$ cat config.mk
export PLATFORM = sky130hd
export DESIGN_NAME = cfg_crc16_nib
export DESIGN_NICKNAME = d
export VERILOG_FILES = /design/src/rtl/cfgcrc_pkg.sv /design/src/rtl/cfgcrc_nib_engine.sv /design/src/rtl/cfgcrc_quad_shift.sv /design/src/rtl/cfg_crc16_nib.sv
export SDC_FILE = /design/constraint.sdc
export NUM_CORES = 1
export LEC_CHECK = 0
export BUFFER_PORTS_ARGS = -buffer_cell sky130_fd_sc_hd__buf_2
export CAP_MARGIN = 20
export CORE_ASPECT_RATIO = 1.2
export CORE_UTILIZATION = 47
export CTS_CLUSTER_DIAMETER = 80
export DETAILED_ROUTE_END_ITERATION = 10
export GPL_TIMING_DRIVEN = 0
export PLACE_DENSITY = 0.7
export SYNTH_ARGS = -nofsm -noshare
export SYNTH_HDL_FRONTEND = slang
export SYNTH_SLANG_ARGS = --single-unit
$ cat constraint.sdc
create_clock -name clk -period 2.74 [get_ports clk]
set_input_delay 0.822 -clock clk [delete_from_list [all_inputs] [get_ports clk]]
set_output_delay 0.822 -clock clk [all_outputs]
set_load 0.005 [all_outputs]
$ cat src/rtl/cfgcrc_pkg.sv
package cfgcrc_pkg;

   localparam int unsigned NIB_BITS = 4;
   localparam int unsigned CRC_BITS = 16;

   typedef enum logic [1:0] {
      ST_IDLE  = 2'd0,
      ST_WAIT  = 2'd1,
      ST_SHIFT = 2'd2
   } crc_state_t;

   // One nibble step of the x^16+x^12+x^5+1 check, four bits at a time.
   function automatic logic [CRC_BITS-1:0] crc_nib_step(
      input logic [CRC_BITS-1:0] crc,
      input logic [NIB_BITS-1:0] nib
   );
      logic [3:0] s;
      s = crc[15:12] ^ nib;
      return {crc[11:0], 4'h0} ^ {s, 12'h000} ^ {7'h00, s, 5'h00} ^ {12'h000, s};
   endfunction

endpackage

$ cat src/rtl/cfgcrc_nib_engine.sv
module cfgcrc_nib_engine
   import cfgcrc_pkg::*;
#(
   parameter int unsigned CRC_W = 16
) (
   input  logic             clk,
   input  logic             rst_n,
   input  logic             clr_i,
   input  logic             step_i,
   input  logic [3:0]       nib_i,
   output logic [CRC_W-1:0] acc_nxt_o
);

   logic [CRC_W-1:0] acc_q;

   assign acc_nxt_o = crc_nib_step(acc_q, nib_i);

   always_ff @(posedge clk) begin
      if (!rst_n)
         acc_q <= '0;
      else if (clr_i)
         acc_q <= '0;
      else if (step_i)
         acc_q <= acc_nxt_o;
   end

   // a clear leaves the accumulator at zero
   a_r2_clear_zero: assert property (@(posedge clk) disable iff (!rst_n)
      clr_i |=> (acc_q == '0));

   // no step, no change
   a_r9_hold_idle: assert property (@(posedge clk) disable iff (!rst_n)
      (!clr_i && !step_i) |=> $stable(acc_q));

endmodule

$ cat src/rtl/cfgcrc_quad_shift.sv
module cfgcrc_quad_shift #(
   parameter int unsigned DATA_W    = 32,
   parameter bit          MSB_FIRST = 1'b1
) (
   input  logic              clk,
   input  logic              rst_n,
   input  logic              load_i,
   input  logic [DATA_W-1:0] data_i,
   input  logic              shift_i,
   output logic [3:0]        nib_o
);

   logic [DATA_W-1:0] sh_q;

   generate
      if (MSB_FIRST) begin : g_msb
         assign nib_o = sh_q[DATA_W-1 -: 4];
         always_ff @(posedge clk) begin
            if (!rst_n)       sh_q <= '0;
            else if (load_i)  sh_q <= data_i;
            else if (shift_i) sh_q <= {sh_q[DATA_W-5:0], 4'h0};
         end
      end else begin : g_lsb
         assign nib_o = sh_q[3:0];
         always_ff @(posedge clk) begin
            if (!rst_n)       sh_q <= '0;
            else if (load_i)  sh_q <= data_i;
            else if (shift_i) sh_q <= {4'h0, sh_q[DATA_W-1:4]};
         end
      end
   endgenerate

endmodule

$ cat src/rtl/cfg_crc16_nib.sv
module cfg_crc16_nib
   import cfgcrc_pkg::*;
#(
   parameter int unsigned DATA_W    = 32,
   parameter int unsigned CNT_W     = 16,
   parameter int unsigned HDR_W     = 32,
   parameter bit          MSB_FIRST = 1'b1
) (
   input  logic              clk,
   input  logic              rst_n,
   input  logic              start_i,
   input  logic [CNT_W-1:0]  count_i,
   input  logic              q_valid_i,
   input  logic [DATA_W-1:0] q_data_i,
   output logic              q_ready_o,
   output logic              done_o,
   output logic [15:0]       crc_o,
   output logic [HDR_W-1:0]  header_o
);

   localparam int unsigned CRC_W    = CRC_BITS;
   localparam int unsigned NIBS     = DATA_W / NIB_BITS;
   localparam int unsigned NC_W     = $clog2(NIBS);
   localparam int unsigned CNT_SLOT = HDR_W - CRC_W;

   generate
      if (DATA_W % NIB_BITS != 0 || DATA_W < 8) begin : g_bad_data_w
         $error("DATA_W must be a multiple of 4 and at least 8");
      end
      if (HDR_W <= CRC_W || CNT_W > CNT_SLOT) begin : g_bad_hdr_w
         $error("count field does not fit above the check value in the header");
      end
      if (CNT_W < 1) begin : g_bad_cnt_w
         $error("CNT_W must be at least 1");
      end
   endgenerate

   crc_state_t        state_q;
   logic [NC_W-1:0]   nib_cnt_q;
   logic [CNT_W-1:0]  rem_q;
   logic [CNT_W-1:0]  cnt_q;
   logic [CNT_W-1:0]  res_cnt_q;
   logic [CRC_W-1:0]  res_q;
   logic              done_q;

   logic              accept;
   logic              step;
   logic              last_nib;
   logic [3:0]        nib;
   logic [CRC_W-1:0]  acc_nxt;

   assign q_ready_o = (state_q == ST_WAIT);
   assign accept    = q_ready_o && q_valid_i && !start_i;
   assign step      = (state_q == ST_SHIFT) && !start_i;
   assign last_nib  = (nib_cnt_q == NC_W'(NIBS - 1));

   cfgcrc_quad_shift #(
      .DATA_W    (DATA_W),
      .MSB_FIRST (MSB_FIRST)
   ) u_shift (
      .clk     (clk),
      .rst_n   (rst_n),
      .load_i  (accept),
      .data_i  (q_data_i),
      .shift_i (step),
      .nib_o   (nib)
   );

   cfgcrc_nib_engine #(
      .CRC_W (CRC_W)
   ) u_engine (
      .clk       (clk),
      .rst_n     (rst_n),
      .clr_i     (start_i),
      .step_i    (step),
      .nib_i     (nib),
      .acc_nxt_o (acc_nxt)
   );

   always_ff @(posedge clk) begin
      if (!rst_n) begin
         state_q   <= ST_IDLE;
         nib_cnt_q <= '0;
         rem_q     <= '0;
         cnt_q     <= '0;
         res_cnt_q <= '0;
         res_q     <= '0;
         done_q    <= 1'b0;
      end else begin
         done_q <= 1'b0;
         if (start_i) begin
            cnt_q     <= count_i;
            rem_q     <= count_i;
            nib_cnt_q <= '0;
            if (count_i == '0) begin
               state_q   <= ST_IDLE;
               done_q    <= 1'b1;
               res_q     <= '0;
               res_cnt_q <= '0;
            end else begin
               state_q <= ST_WAIT;
            end
         end else begin
            unique case (state_q)
               ST_WAIT: begin
                  if (q_valid_i) begin
                     state_q   <= ST_SHIFT;
                     nib_cnt_q <= '0;
                  end
               end
               ST_SHIFT: begin
                  if (last_nib) begin
                     nib_cnt_q <= '0;
                     rem_q     <= rem_q - CNT_W'(1);
                     if (rem_q == CNT_W'(1)) begin
                        state_q   <= ST_IDLE;
                        done_q    <= 1'b1;
                        res_q     <= acc_nxt;
                        res_cnt_q <= cnt_q;
                     end else begin
                        state_q <= ST_WAIT;
                     end
                  end else begin
                     nib_cnt_q <= nib_cnt_q + NC_W'(1);
                  end
               end
               default: ;
            endcase
         end
      end
   end

   assign done_o = done_q;
   assign crc_o  = res_q;

   generate
      if (CNT_SLOT > CNT_W) begin : g_hdr_pad
         assign header_o = {{(CNT_SLOT - CNT_W){1'b0}}, res_cnt_q, res_q};
      end else begin : g_hdr_full
         assign header_o = {res_cnt_q, res_q};
      end
   endgenerate

   // a handshake closes the input for the nibble cycles
   a_r4_busy_after_accept: assert property (@(posedge clk) disable iff (!rst_n)
      (q_valid_i && q_ready_o && !start_i) |=> !q_ready_o);

   // done is a single-cycle pulse
   a_r5_done_pulse: assert property (@(posedge clk) disable iff (!rst_n)
      (done_o && !start_i) |=> !done_o);

   // the result only moves together with done
   a_r5_crc_hold: assert property (@(posedge clk) disable iff (!rst_n)
      1'b1 |=> (done_o || $stable(crc_o)));

   // an empty job finishes at once with zero
   a_r7_zero_count: assert property (@(posedge clk) disable iff (!rst_n)
      (start_i && count_i == '0) |=> (done_o && crc_o == '0));

   // a real job opens the input next cycle
   a_r2_start_opens: assert property (@(posedge clk) disable iff (!rst_n)
      (start_i && count_i != '0) |=> (q_ready_o && !done_o));

endmodule

==> out/results.ini <==
[routing]
vias=4463
ant_nets=0
via_per_inst=5.33
drtIter0Drc=277
drt-total-wl_mm=12.2
dr.pass1.iters=5
drc=0
wl_per_cell_um=14.5

[timing]
slew_viol_final=0
tns_ps=0
hold_viol=0
finalSetupViolations=0
tightest_slew_ps=721
period_minus_slack_ps=2420
setup_slack_ps=324
rsz0062_at_grt=false
min_period_over_period_pct=88.2
slew_headroom_pct=51.9
skew_ps=10.7
timing.fmax_ghz=0.414
hold_slack_ps=457

[layout]
fin_nets=754
fillers=992
fin_cells=838
diodes=0
seqCellArea_sq_mm=0.00236
final_core_util_pct=59.4
multi_input_area_sq_mm=0.00230
layout_commonest_cell=dfxtp_1
drive_above_1_share_pct=21.6
syn_to_final_growth_pct=23.4
final_cell_mix=dfxtp_1 (118), buf_2 (103), nand2_1 (76), a21oi_1 (47), clkbuf_1 (38)

[placement]
place_inst=808
dp_hpwl_mm=8.84
routabilityCongestion=0.842
dp_slack_ps=-48.7
portBuffers=101

[clock_tree]
path_clk_slew_ps=60
cts_resized=0
clock_path_buffers=2
root_buffer=clkbuf_16
cts_tree=yes
cts_made_buffers=17
postCtsHoldBufs=0
h-tree-depth=4
cts_setup_buffers=0
worstSkewPairLatency_ps=410
clock-sinks=118

[synth]
ys_ff_latch=118
synth_adder_area_share_pct=0.993
synthXorXnorAreaFrac_pct=4.17
synth_cell_types=45
synth.largest_area_cell=dfxtp_1
synth-main-ff-cell=dfxtp_1
yosysWarnings=0
syn_area_per_cell_sq_um=8.72
synthCells=578
synth-edff-count=0
synthArstFlopShare_pct=0
synth.area.top_cells=dfxtp_1 (47%), nand2_1 (5.7%), mux2i_1 (5.6%), a21oi_1 (4.7%), a22oi_1 (3.0%)
synth_top_area_share_pct=46.9
synth_top_family_by_area=simple AND/OR/NAND/NOR gates
yosysSeqAreaShare_pct=46.9
syn_area_sq_mm=0.00504
synthSimpleGateAreaFrac_pct=17.7
synthMuxAreaShare_pct=5.56
synth_compound_area_share_pct=17.2
syn-num-nets=634

[pwr]
cellPowerDensity_mw_per_mm2=643
p_leak_nw=2.41
ir_worst_vdd_mv=0.408

[grt]
first_global_vias=4137
overflow=0
grt_pass1_wl_mm=19.8
track_usage_pct=23.4
antenna_found_initial=0
grt_max_degree=17

[setup_path]
path_class=flip-flop to flip-flop
worstSetupEndpointType=flip-flop
critPathArrivalTime_ps=2750
cp-start-kind=flip-flop
worstPathMaxFanout=10
cp.required_ps=3070
rrSetupSlack_ps=320

[outcome]
status=completed

[floorplan]
rows=41
io_pins=102
die_w_um=96.5
start_util_pct=48.2
die_h_um=115
design.core.area_sq_mm=0.0105
dieArea_sq_mm=0.0111

[run]
cap_violations=0

[min_path]
hold_path.class=flip-flop to flip-flop

## layer usage
layer	vias up	track usage [%]	wire, um	share of wire [%]
met5	-	0	0	0
met4	0	8.04	138	1.1
met3	14	6.76	613	5.0
met2	130	38.3	5980	49
met1	2059	29.3	5460	45
li1	2260	-	-	-
## cell usage after synthesis (5+ instances only)
| cell | count |
|---|---|
| a22oi_1 | 20 |
| nor2_1 | 33 |
| o21ai_0 | 22 |
| xnor2_1 | 14 |
| a21oi_1 | 47 |
| nor4_1 | 7 |
| buf_4 | 17 |
| dfxtp_1 | 118 |
| o22ai_1 | 17 |
| clkbuf_1 | 33 |
| nand3_1 | 23 |
| inv_1 | 26 |
| a211oi_1 | 8 |
| mux2i_1 | 28 |
| nand2_1 | 76 |
| or3_1 | 5 |
| nor2b_1 | 6 |
| nor3_1 | 11 |
| a311oi_1 | 5 |
| xor2_1 | 10 |
| or4_1 | 5 |
## path summary, 6_finish.rpt
check,start,to,cells past startpoint
hold reg to reg,u_shift.sh_q[7]$_SDFFE_PN0P_,u_shift.sh_q[7]$_SDFFE_PN0P_,2
hold / removal,u_shift.sh_q[7]$_SDFFE_PN0P_,u_shift.sh_q[7]$_SDFFE_PN0P_,2
setup / recovery,rem_q[2]$_SDFFE_PN0P_,res_cnt_q[10]$_SDFFE_PN0P_,6
setup reg to reg,rem_q[2]$_SDFFE_PN0P_,res_cnt_q[10]$_SDFFE_PN0P_,6
## critical path, stage by stage, from the launching register on
cell     delay (ps)
dfxtp_1         350
or4_1           510
buf_2           170
or4_4           560
o22ai_4         290
buf_6           230
mux2i_1         220
## where the power goes
part	internal [W]	leakage, nW	switching [W]
Clock	0.00121	0.257	0.000726
Sequential	0.00177	0.960	0.0000357
Combinational	0.000104	1.19	0.000160
Total	0.00308	2.41	0.000922
## stage by stage
stage / area (sq um) / total power [W]
floorplan: 5040 / 0.00199
global placement: 5710 / 0.00209
detailed placement: 5710 / 0.00210
CTS: 6220 / 0.00401
global route: 6220 / 0.00413
finish: 6220 / 0.00400
## sequential cells by signal, summed over array words and instances, names as in the netlist
register,flops
state_q,2
cnt_q,16
u_shift.sh_q,32
done_o,1
res_cnt_q,16
u_engine.acc_q,16
rem_q,16
nib_cnt_q,3
crc_o,16
## layout make-up
type,instances,share of cell area [%]
inverter,26,1.57
multi-input combinational,379,37.0
tap,129,2.60
clock inverter,5,0.402
buffer,55,4.51
timing repair buffer,101,8.13
clock buffer,25,7.81
sequential,118,38.0
## cell families (layout without fill, tap and decap cells)
group / count (synthesis) / in the layout
buffers and inverters: 81 / 212
DFF: 118 / 118
and+or+nand+nor: 187 / 187
xor gates and xnor gates: 24 / 24
adders and majority gates: 4 / 4
AOI/OAI and AO/OA: 136 / 136
muxes: 28 / 28
(Power assumes the default switching activity.)
